`config.mk`:
```
export PLATFORM = sky130hd
export DESIGN_NAME = wreg_bridge
export DESIGN_NICKNAME = d
export VERILOG_FILES = /design/src/rtl/wrb_pkg.sv /design/src/rtl/wrb_decode.sv /design/src/rtl/wrb_collector.sv /design/src/rtl/wrb_rdlatch.sv /design/src/rtl/wreg_bridge.sv
export SDC_FILE = /design/constraint.sdc
export NUM_CORES = 1
export LEC_CHECK = 0
export ABC_AREA = 1
export BUFFER_PORTS_ARGS = -buffer_cell sky130_fd_sc_hd__buf_2
export CORE_MARGIN = 5
export CORE_UTILIZATION = 40
export DETAILED_ROUTE_END_ITERATION = 16
export PLACE_DENSITY = 0.59
export SYNTH_ARGS = -nofsm -noshare
export SYNTH_HDL_FRONTEND = slang
export SYNTH_SLANG_ARGS = --single-unit
```
`constraint.sdc`:
```
create_clock -name clk -period 10.6 [get_ports clk]
set_clock_uncertainty 0.15 [all_clocks]
set_input_delay 0 -clock clk [delete_from_list [all_inputs] [get_ports clk]]
set_output_delay 0 -clock clk [all_outputs]
set_load 0.02 [all_outputs]
```
`src/rtl/wrb_pkg.sv`:
```
package wrb_pkg;

  typedef enum logic [2:0] {
    K_NONE,
    K_WIDE,
    K_SRAM,
    K_DB,
    K_PLAIN
  } kind_e;

  localparam int unsigned PAGE_LG = 13;

  localparam logic [12:0] OFS_PLAIN = 13'h0400;
  localparam logic [12:0] OFS_TIMER = 13'h0420;
  localparam logic [12:0] OFS_DB0   = 13'h0830;
  localparam logic [12:0] OFS_DB1   = 13'h0A10;
  localparam logic [12:0] OFS_SRAM  = 13'h1000;

endpackage

```
`src/rtl/wrb_decode.sv`:
```
module wrb_decode
  import wrb_pkg::*;
#(
  parameter int AW     = 16,
  parameter int NWIDE  = 16,
  parameter int NSRAM  = 64,
  parameter int NPLAIN = 16,
  localparam int WIW   = $clog2(NWIDE),
  localparam int SIW   = $clog2(NSRAM),
  localparam int PIW   = $clog2(NPLAIN),
  localparam int PW    = AW - PAGE_LG,
  localparam int TW    = AW - 3
) (
  input  logic [AW-1:0]  addr,
  output kind_e          kind,
  output logic [1:0]     dw,
  output logic [TW-1:0]  tag,
  output logic [WIW-1:0] wide_idx,
  output logic [SIW-1:0] sram_idx,
  output logic [PIW-1:0] plain_idx,
  output logic [PW-1:0]  page,
  output logic           db_sel,
  output logic           timer_p0
);

  logic [12:0] ofs;
  logic        pg0, in_wide, in_sram, in_plain, in_db;
  logic [1:0]  addr_lsb_unused;

  assign ofs             = addr[12:0];
  assign page            = addr[AW-1:PAGE_LG];
  assign addr_lsb_unused = addr[1:0];
  assign pg0             = (page == '0);

  assign in_wide  = pg0 && (ofs < 13'(NWIDE * 16));
  assign in_sram  = pg0 && (ofs >= OFS_SRAM) && (ofs < OFS_SRAM + 13'(NSRAM * 8));
  assign in_plain = (ofs >= OFS_PLAIN) && (ofs < OFS_PLAIN + 13'(NPLAIN * 4));
  assign in_db    = (ofs[12:4] == OFS_DB0[12:4]) || (ofs[12:4] == OFS_DB1[12:4]);

  always_comb begin
    if (in_wide)       kind = K_WIDE;
    else if (in_plain) kind = K_PLAIN;
    else if (in_db)    kind = K_DB;
    else if (in_sram)  kind = K_SRAM;
    else               kind = K_NONE;
  end

  assign dw        = (kind == K_SRAM) ? {1'b0, addr[2]} : addr[3:2];
  assign tag       = {addr[AW-1:4], (kind == K_SRAM) ? addr[3] : 1'b0};
  assign wide_idx  = ofs[4 +: WIW];
  assign sram_idx  = ofs[3 +: SIW];
  assign plain_idx = ofs[2 +: PIW];
  assign db_sel    = (ofs[12:4] == OFS_DB1[12:4]);
  assign timer_p0  = pg0 && (ofs[12:2] == OFS_TIMER[12:2]);

endmodule

```
`src/rtl/wrb_collector.sv`:
```
module wrb_collector
  import wrb_pkg::*;
#(
  parameter int TW = 13
) (
  input  logic          clk,
  input  logic          rst_n,
  input  logic          wr_en,
  input  kind_e         kind,
  input  logic [1:0]    dw,
  input  logic [TW-1:0] tag,
  input  logic [31:0]   wdata,
  input  logic          inval,
  output logic          cmt_wide,
  output logic          cmt_sram,
  output logic          cmt_db,
  output logic [127:0]  cmt_data
);

  logic [3:0]    mask_q, mask_d;
  logic [TW-1:0] tag_q, tag_d;
  logic [127:0]  data_q, data_d;
  logic          ld;
  logic          cw_d, cs_d, cd_d;
  logic [127:0]  cdat_d;

  logic          hit;
  logic [3:0]    base_m, m;
  logic [127:0]  merged;
  logic          full;

  assign hit    = (|mask_q) && (tag_q == tag);
  assign base_m = hit ? mask_q : 4'h0;
  assign m      = base_m | (4'b0001 << dw);
  assign full   = (kind == K_SRAM) ? (m[1:0] == 2'b11) : (m == 4'hF);

  always_comb begin
    for (int j = 0; j < 4; j++) begin
      if (2'(j) == dw)    merged[32*j +: 32] = wdata;
      else if (base_m[j]) merged[32*j +: 32] = data_q[32*j +: 32];
      else                merged[32*j +: 32] = 32'h0;
    end
  end

  always_comb begin
    mask_d = mask_q;
    tag_d  = tag_q;
    data_d = data_q;
    ld     = 1'b0;
    cw_d   = 1'b0;
    cs_d   = 1'b0;
    cd_d   = 1'b0;
    cdat_d = merged;
    if (wr_en) begin
      unique case (kind)
        K_WIDE, K_SRAM: begin
          if (full) begin
            cw_d   = (kind == K_WIDE);
            cs_d   = (kind == K_SRAM);
            mask_d = 4'h0;
          end else begin
            mask_d = m;
            tag_d  = tag;
            data_d = merged;
            ld     = 1'b1;
          end
        end
        K_DB: begin
          if (dw == 2'd3) begin
            cd_d = 1'b1;
            if (hit) mask_d = 4'h0;
          end else if (!((|mask_q) && !hit)) begin
            mask_d = m;
            tag_d  = tag;
            data_d = merged;
            ld     = 1'b1;
          end
        end
        K_PLAIN: begin
          if (inval) mask_d = 4'h0;
        end
        default: ;
      endcase
    end
  end

  always_ff @(posedge clk or negedge rst_n) begin
    if (!rst_n) begin
      mask_q   <= 4'h0;
      cmt_wide <= 1'b0;
      cmt_sram <= 1'b0;
      cmt_db   <= 1'b0;
    end else begin
      mask_q   <= mask_d;
      cmt_wide <= cw_d;
      cmt_sram <= cs_d;
      cmt_db   <= cd_d;
    end
  end

  always_ff @(posedge clk) begin
    if (ld) begin
      tag_q  <= tag_d;
      data_q <= data_d;
    end
    if (cw_d || cs_d || cd_d) cmt_data <= cdat_d;
  end

endmodule

```
`src/rtl/wrb_rdlatch.sv`:
```
module wrb_rdlatch
  import wrb_pkg::*;
#(
  parameter int TW = 13
) (
  input  logic          clk,
  input  logic          rst_n,
  input  logic          rd_en,
  input  kind_e         kind,
  input  logic [1:0]    dw,
  input  logic [TW-1:0] tag,
  input  logic [127:0]  wide_data,
  input  logic [63:0]   sram_data,
  output logic          cap_wide,
  output logic          cap_sram,
  output logic [31:0]   rword
);

  logic          lat_v;
  logic [TW-1:0] lat_tag;
  logic [127:0]  lat_data;
  logic          wide_sel, need, cap;
  logic [127:0]  src;

  assign wide_sel = (kind == K_WIDE);
  assign need     = rd_en && (wide_sel || (kind == K_SRAM));
  assign cap      = need && ((dw == 2'd0) || !lat_v || (lat_tag != tag));
  assign cap_wide = cap && wide_sel;
  assign cap_sram = cap && !wide_sel;
  assign src      = wide_sel ? wide_data : {64'h0, sram_data};
  assign rword    = cap ? src[{dw, 5'b0} +: 32] : lat_data[{dw, 5'b0} +: 32];

  always_ff @(posedge clk or negedge rst_n) begin
    if (!rst_n) lat_v <= 1'b0;
    else if (cap) lat_v <= 1'b1;
  end

  always_ff @(posedge clk) begin
    if (cap) begin
      lat_tag  <= tag;
      lat_data <= src;
    end
  end

endmodule

```
`src/rtl/wreg_bridge.sv`:
```
module wreg_bridge
  import wrb_pkg::*;
#(
  parameter int AW     = 16,
  parameter int NWIDE  = 16,
  parameter int NSRAM  = 64,
  parameter int NPLAIN = 16,
  localparam int WIW   = $clog2(NWIDE),
  localparam int SIW   = $clog2(NSRAM),
  localparam int PIW   = $clog2(NPLAIN),
  localparam int PW    = AW - PAGE_LG,
  localparam int TW    = AW - 3
) (
  input  logic           clk,
  input  logic           rst_n,
  input  logic           host_req,
  input  logic           host_we,
  input  logic [AW-1:0]  host_addr,
  input  logic [31:0]    host_wdata,
  output logic           host_ack,
  output logic [31:0]    host_rdata,
  output logic [WIW-1:0] wide_rd_idx,
  input  logic [127:0]   wide_rd_data,
  output logic           wide_rd_cap,
  output logic [SIW-1:0] sram_rd_idx,
  input  logic [63:0]    sram_rd_data,
  output logic           sram_rd_cap,
  output logic [PIW-1:0] dw_idx,
  output logic [PW-1:0]  dw_page,
  output logic           dw_wr_stb,
  output logic [31:0]    dw_wdata,
  input  logic [31:0]    dw_rdata,
  output logic           wide_wr_stb,
  output logic [WIW-1:0] wide_wr_idx,
  output logic           sram_wr_stb,
  output logic [SIW-1:0] sram_wr_idx,
  output logic           db_wr_stb,
  output logic           db_wr_sel,
  output logic [PW-1:0]  db_wr_page,
  output logic [127:0]   wr_data
);

  kind_e          kind;
  logic [1:0]     dw;
  logic [TW-1:0]  tag;
  logic [WIW-1:0] wide_idx;
  logic [SIW-1:0] sram_idx;
  logic [PIW-1:0] plain_idx;
  logic [PW-1:0]  page;
  logic           db_sel, timer_p0;
  logic           rd_en, wr_en;
  logic [31:0]    lat_word, rdata_d;

  assign rd_en = host_req && !host_we;
  assign wr_en = host_req && host_we;

  wrb_decode #(.AW(AW), .NWIDE(NWIDE), .NSRAM(NSRAM), .NPLAIN(NPLAIN)) u_dec (
    .addr      (host_addr),
    .kind      (kind),
    .dw        (dw),
    .tag       (tag),
    .wide_idx  (wide_idx),
    .sram_idx  (sram_idx),
    .plain_idx (plain_idx),
    .page      (page),
    .db_sel    (db_sel),
    .timer_p0  (timer_p0)
  );

  wrb_collector #(.TW(TW)) u_col (
    .clk      (clk),
    .rst_n    (rst_n),
    .wr_en    (wr_en),
    .kind     (kind),
    .dw       (dw),
    .tag      (tag),
    .wdata    (host_wdata),
    .inval    (timer_p0),
    .cmt_wide (wide_wr_stb),
    .cmt_sram (sram_wr_stb),
    .cmt_db   (db_wr_stb),
    .cmt_data (wr_data)
  );

  wrb_rdlatch #(.TW(TW)) u_lat (
    .clk       (clk),
    .rst_n     (rst_n),
    .rd_en     (rd_en),
    .kind      (kind),
    .dw        (dw),
    .tag       (tag),
    .wide_data (wide_rd_data),
    .sram_data (sram_rd_data),
    .cap_wide  (wide_rd_cap),
    .cap_sram  (sram_rd_cap),
    .rword     (lat_word)
  );

  assign wide_rd_idx = wide_idx;
  assign sram_rd_idx = sram_idx;
  assign dw_idx      = plain_idx;
  assign dw_page     = page;
  assign dw_wdata    = host_wdata;
  assign dw_wr_stb   = wr_en && (kind == K_PLAIN);

  always_comb begin
    unique case (kind)
      K_WIDE, K_SRAM: rdata_d = lat_word;
      K_PLAIN:        rdata_d = dw_rdata;
      default:        rdata_d = 32'h0;
    endcase
  end

  always_ff @(posedge clk or negedge rst_n) begin
    if (!rst_n) host_ack <= 1'b0;
    else        host_ack <= host_req;
  end

  always_ff @(posedge clk) begin
    if (rd_en) host_rdata <= rdata_d;
    if (wr_en) begin
      wide_wr_idx <= wide_idx;
      sram_wr_idx <= sram_idx;
      db_wr_sel   <= db_sel;
      db_wr_page  <= page;
    end
  end

endmodule

```
Word level (Yosys, flattened, before mapping)
Cells that the tools add are included.
- register bits after elaboration: 465
- bits in latches: 0
- RAM bits: 0
- ROM bits: 0
- output and inout bits: 230
- logic and storage cells: 125
- memories: 0
- add/subtract/negate cells: 0
- $mul: 0
- divide/modulo/power cells: 0
- order comparisons: 5
- eq/ne operators: 21
- shift operators: 3
- mux-type cells: 47
- bitwise gates (word level): 1
- reduce and logical (&&, ||, !) cells: 32
- operators with widths (kind ; count):
    $mux 128 ; 4
    $mux 32 ; 9
    $pmux 128 s2 ; 1
    $shiftx 128x8->32 ; 2
    $pmux 32 s2 ; 1
    $mux 13 ; 3
    $pmux 13 s2 ; 1
    $mux 4 ; 6
    $eq 9x8->1 const B ; 2
    $mux 1 ; 15
    $logic_and 1x1->1 ; 14
    $eq 13x13->1 ; 1
    $ge 13x11->1 const B ; 1
    $ge 13x13->1 const B ; 1
    $lt 13x11->1 const B ; 1
    $lt 13x13->1 const B ; 1
    $lt 13x9->1 const B ; 1
    $ne 13x13->1 ; 1
    $pmux 4 s3 ; 1
    $eq 11x9->1 const B ; 1
    $mux 3 ; 3
    $ne 2x2->1 const B ; 4
    $eq 3x2->1 const B ; 2
    $logic_or 1x1->1 ; 6
    other kinds (20) ; 27

Longest topological paths before layout
- word-level depth: 20
- mapped depth: 17
- mapped depth without buffers: 17

Hierarchy
Synthesis repeated with hierarchy kept, for this count alone.
- cell total of the unflattened synthesis: 2329
- area total of the unflattened synthesis: 22596.7 um2
- by module, submodules not included (module ; times used ; cells an instance ; area each (um2) ; seq. area each (um2)):
    wrb_collector ; 1 ; 745 ; 10578.9 ; 8252.9
    wrb_rdlatch ; 1 ; 1311 ; 9316.4 ; 4259.1
    wreg_bridge ; 1 ; 198 ; 2268.4 ; 1406.3
    wrb_decode ; 1 ; 75 ; 432.9 ; 0.0

Worst setup path before layout
Ideal clock, no wire load.
- path kind: reg-to-reg
- start: register u_col.tag_q[9]
- end: register u_col.cmt_data[0] (enable)
- setup time: 0.492 ns
- arrival time: 4.150 ns
- required time: 9.958 ns
- slack: 5.808 ns
- cell stages (with the launch flop): 14
- buffers on the path: 0
- clock period less this slack: 4.792 ns
- path through: edfxtp_1 -> inv_1 -> nand2_1 -> nand2_1 -> nand2_1 -> nor2_1 -> nand2_1 -> nor2_1 -> nand4_1 -> nand2_1 -> nand2_1 -> nor2_1 -> o21ai_0 -> nand2_1
- longest elaborated chain between the ends: 11
- elaborated cells between the ends (all ways): 15
- classes of those cells: eq/ne (3); mux (8); bitwise (1); reduce/logical (3)
- ends and longest elaborated chain (element ; line ; RTL):
    from (decl) ; wrb_collector.sv:21 ; logic [TW-1:0] tag_q, tag_d;
    from (signal assigned) ; wrb_collector.sv:103 ; tag_q <= tag_d;
    $eq 13x13->1 (*) ; wrb_collector.sv:32 ; assign hit = (|mask_q) && (tag_q == tag);
    $logic_and 1x1->1 (*) ; wrb_collector.sv:32 ;
    $mux 4 (*) ; wrb_collector.sv:33 ; assign base_m = hit ? mask_q : 4'h0;
    $or 4x4->4 (*) ; wrb_collector.sv:34 ; assign m = base_m | (4'b0001 << dw);
    $eq 4x4->1 / $eq 2x2->1 (equally long branches) ; wrb_collector.sv:35 ; assign full = (kind == K_SRAM) ? (m[1:0] == 2'b11) : (m == 4'hF);
    $mux 1 (*) ; wrb_collector.sv:35 ;
    $mux 1 ; wrb_collector.sv:57 ; if (full) begin
    $mux 1 ; wrb_collector.sv:55 ; unique case (kind)
    $mux 1 ; wrb_collector.sv:54 ; if (wr_en) begin
    $logic_or 1x1->1 (*) (2 in a row) ; wrb_collector.sv:106 ; if (cw_d || cs_d || cd_d) cmt_data <= cdat_d;
    to (signal assigned) ; wrb_collector.sv:106 ;
    to (decl) ; wrb_collector.sv:17 ; output logic [127:0] cmt_data
Every way passes the cells marked *; elsewhere a longest branch is shown, timed or not.
A chain may end at the register's enable or synchronous reset.

Final worst setup path
- start: input host_addr[15]
- end: register u_col.cmt_data[78] (enable)
- longest elaborated chain between the ends: 20
- elaborated cells between the ends (all ways): 34
- classes of those cells: eq/ne (7); shift (1); mux (17); bitwise (1); reduce/logical (8)
- ends and longest elaborated chain (element ; line ; RTL):
    from (decl) ; wreg_bridge.sv:18 ; input logic [AW-1:0] host_addr,
    $logic_not 3->1 ; wrb_decode.sv:33 ; assign pg0 = (page == '0);
    $logic_and 1x1->1 (2 in a row) ; wrb_decode.sv:36 ; assign in_sram = pg0 && (ofs >= OFS_SRAM) && (ofs < OFS_SRAM + 13'(NSRAM * 8));
    $mux 2 ; wrb_decode.sv:44 ; else if (in_sram) kind = K_SRAM;
    $mux 3 ; wrb_decode.sv:43 ; else if (in_db) kind = K_DB;
    $mux 3 ; wrb_decode.sv:42 ; else if (in_plain) kind = K_PLAIN;
    $mux 3 ; wrb_decode.sv:41 ; if (in_wide) kind = K_WIDE;
    $eq 3x2->1 ; - ;
    $mux 1 ; wrb_decode.sv:49 ; assign tag = {addr[AW-1:4], (kind == K_SRAM) ? addr[3] : 1'b0};
    [3 not listed] ; - ;
    $or 4x4->4 ; wrb_collector.sv:34 ;
    $eq 4x4->1 / $eq 2x2->1 (equally long branches) ; wrb_collector.sv:35 ;
    $mux 1 ; wrb_collector.sv:35 ;
    $mux 1 ; wrb_collector.sv:57 ;
    $mux 1 (*) ; wrb_collector.sv:55 ;
    $mux 1 (*) ; wrb_collector.sv:54 ;
    net u_col.cs_d ; wrb_collector.sv:24 ; logic cw_d, cs_d, cd_d;
    $logic_or 1x1->1 (*) (2 in a row) ; wrb_collector.sv:106 ;
The timed path passes the listed nets; every way through them passes the cells marked *.

==> impl_metrics.env <==
export IMPL_setup_tns_ns=0
export IMPL_final_area_um2=28100
export IMPL_ys_async_sr_fraction_pct=1.95
export IMPL_min_to="u_lat.lat_tag[10]"
export IMPL_setup_ws_ns=5.61
export IMPL_hold_viol=0
export IMPL_rows=83
export IMPL_reg2reg_to="host_rdata[10]"
export IMPL_r2r_slack_ns=6.18
export IMPL_rr_startpoint="u_lat.lat_tag[11]"
export IMPL_worst_slew_pin_slew_ns=1.14
export IMPL_cp_data_required_time_ns=10.65
export IMPL_dr_total_vias=17800
export IMPL_min_from="host_addr[13]"
export IMPL_dpl_cell_area_um2=23500
export IMPL_synthesis_area_um2=20900
export IMPL_core_um2=51500
export IMPL_numCtsBuffers=51
export IMPL_first_global_vias=17400
export IMPL_synth_main_ff_cell="edfxtp_1"
export IMPL_clockBufferDepth=3
export IMPL_seqPwrFrac_pct=50.3
export IMPL_nFillCells=4392
export IMPL_overflow=0
export IMPL_crit_top_cell="nand2_1"
export IMPL_cap_violations=0
export IMPL_synth_seq_cells=461
export IMPL_internal_power_uw=3060
export IMPL_yosysTopAreaCell="edfxtp_1"
export IMPL_crit_chain="dlygate4sd3_1 -> buf_2 -> inv_1 -> nand2_1 -> nor2_4 -> nand2_2 -> nand2_2 -> inv_1 -> nor2_4 -> inv_2 -> buf_4 -> nand2_1 -> nand2_1 -> nor3_1 -> nor2_1 -> nand2_4 -> buf_4"
export IMPL_slew_viol_final=0
export IMPL_ctsRootBufferMaster="clkbuf_16"
export IMPL_vdd_drop_max_mv=0.131
export IMPL_cts_resized=0
export IMPL_slowest_delay_ns=0.91
export IMPL_drcViolationCount=0
export IMPL_power_density_nw_per_um2=142
export IMPL_syn_nets=2269
export IMPL_cts_sinks=461
export IMPL_outcome="finished, final reports clean"
export IMPL_slowest_stage="buf_4"
export IMPL_syn_mean_instance_area_um2=10.5
export IMPL_grt_first_pass_wirelength_um=103000
export IMPL_arrival_ns=5.05
export IMPL_antenna_left=0
export IMPL_wirelength_um=69600
export IMPL_hold_ws_ns=0.0832
export IMPL_wl_per_cell_um=20.3
export IMPL_fp_dieH_um=238
export IMPL_via_per_inst=5.20
export IMPL_reg2reg_depth=12
export IMPL_io_pins=506
export IMPL_ys_types=30
export IMPL_yosysWarnings=0
export IMPL_period_minus_slack_ns=4.99
export IMPL_total_leakage_power_uw=0.0114
export IMPL_drive_gt1_share_pct=22.7
export IMPL_path_class="in -> reg"
export IMPL_syn_to_final_growth_pct=34.8
export IMPL_die_w_um=238
export IMPL_antenna_found_initial=3
export IMPL_clock_latency_ns=0.59
export IMPL_relSlewSlack_pct=24.3
export IMPL_ys_seq_area_share_pct=66.1
export IMPL_netlist_area_leader_share_pct=65.0
export IMPL_hold_path_cell_count=2
export IMPL_nets=2972
export IMPL_netlist_top_cells_area="edfxtp_1 (65%), nand2_1 (8.5%), nand3_1 (6.3%)"
export IMPL_drtIter0Drc=1724
export IMPL_worstHoldPathType="in -> reg"
export IMPL_htreeDepth=2
export IMPL_pwr_share_clk_pct=41.6
export IMPL_rsz0062_at_grt="false"
export IMPL_synth_enable_flop_cells=452
export IMPL_dpl_hpwl_um=41800
export IMPL_dr_pass1_iters=6
export IMPL_die_area_um2=56800
export IMPL_p_comb_share_pct=8.1
export IMPL_syn_instance_count=1993
export IMPL_start_util_pct=40.5
export IMPL_cts_tree="done"
export IMPL_end_kind="flop"
export IMPL_dpl_worst_slack_ns=5.52
export IMPL_port_buffer_count=503
export IMPL_setup_viol=0
export IMPL_worstPathMaxFanout=77
export IMPL_switching_share_pct=23.3
export IMPL_fmax_ghz=0.200
export IMPL_finalCritPeriodShare_pct=47.1
export IMPL_grt_use_total_pct=23.2
export IMPL_place_gp_congestion=0.875
export IMPL_p_switching_uw=930
export IMPL_grt_max_degree=94
export IMPL_clk_transition_reported_paths_ns=0.06
export IMPL_cp_start_kind="input pin"
==> cell usage after synthesis (5+ instances only) <==
master / instances
a21oi_1: 6
buf_1: 9
buf_2: 50
buf_4: 58
clkbuf_1: 61
dfrtp_1: 9
edfxtp_1: 452
inv_1: 178
inv_2: 5
nand2_1: 475
nand2_2: 5
nand3_1: 264
nand4_1: 116
nor2_1: 111
o21ai_0: 104
o21ai_1: 27
o22ai_1: 32
xnor2_1: 11
==> worst max path at each step <==
stage	to	slack (ns)	cells past startpoint	startpoint
floorplan	u_col.cmt_data[0]	5.81	13	u_col.tag_q[9]
global placement	u_col.cmt_data[77]	5.58	16	host_addr[13]
detailed placement	u_col.cmt_data[114]	5.52	16	host_addr[15]
CTS	u_col.cmt_data[49]	5.60	17	host_addr[15]
global route	u_col.cmt_data[78]	5.26	17	host_addr[15]
finish	u_col.cmt_data[78]	5.61	17	host_addr[15]
==> worst max-delay path, delay by kind of cell <==
family | cells | cell delay [ns]
buffers and inverters | 7 | 2.19
AND/OR/NAND/NOR | 10 | 2.72
==> metal layers <==
layer | vias up | share of wire [%] | global-route usage (%)
met4 | 0 | 2.4 | 6.82
met3 | 108 | 9.5 | 5.81
met1 | 8539 | 41 | 31.8
met2 | 858 | 47 | 37.0
li1 | 8280 | - | -
met5 | - | 0 | 0
==> registers in the layout (all words and copies together) (netlist names), 4 cells and up <==
name and flops:
host_rdata 32, u_col.cmt_data 128, u_col.data_q 128, u_col.mask_q 4, u_col.tag_q 13, u_lat.lat_data 128
u_lat.lat_tag 13
==> timing repair <==
action / 4_1_cts / 5_1_grt
hold buffers: 306 / 0
endpoints found under the setup margin: 0 / 0
buffers inserted: 0 / 0
endpoints found under the hold margin: 470 / 0
==> power groups by stage <==
stage	clock (uW)	sequential, uW	combinational, uW
final	1660	2010	324
after global routing	1780	2010	346
after CTS	1700	2010	319
after detailed placement	0	2050	231
after global placement	0	2050	228
after floorplan	0	2050	115
==> final cells by class <==
class | count | area [um2] | area share (%)
Clock buffer | 63 | 1320 | 4.70
Clock inverter | 33 | 248 | 0.881
Timing Repair Buffer | 831 | 5750 | 20.4
Multi-Input combinational cell | 1168 | 5460 | 19.4
Antenna cell | 3 | 7.51 | 0.0267
Inverter | 183 | 699 | 2.49
Sequential cell | 461 | 13800 | 49.1
Tap cell | 680 | 851 | 3.02
==> layout by cell type, fill, tap and decap left out, types with 9 or more instances in the layout <==
cell type and instances:
clkinv_2 12, buf_2 503, inv_1 175, xnor2_1 11
clkbuf_1 12, o21ai_0 104, clkinv_1 13, clkbuf_16 51
buf_4 22, nand3_1 264, edfxtp_1 452, nand2_1 474
o22ai_1 32, dfrtp_1 9, dlygate4sd3_1 306, o21ai_1 27
nand4_1 116, nor2_1 109
==> metrics by stage <==
step	power [uW]	instances	util, %
4_1_cts	4030	3419	54.6
5_1_grt	4130	3422	54.6
3_3_place_gp	2270	3017	45.6
6_report	3990	3422	54.6
2_1_floorplan	2170	1993	-
3_5_place_dp	2280	3017	45.6
==> cells by family (layout without fill, tap and decap cells) <==
family | after synthesis | after routing | share of synthesized area (%)
DFF | 461 | 461 | 66.1
xor gates and xnor gates | 13 | 13 | 0.546
other | 0 | 3 | 0
AOI/OAI and AO/OA | 170 | 170 | 4.28
buffers and inverters | 364 | 1110 | 8.00
and+or+nand+nor | 985 | 985 | 21.1
(Power assumes the default switching activity.)
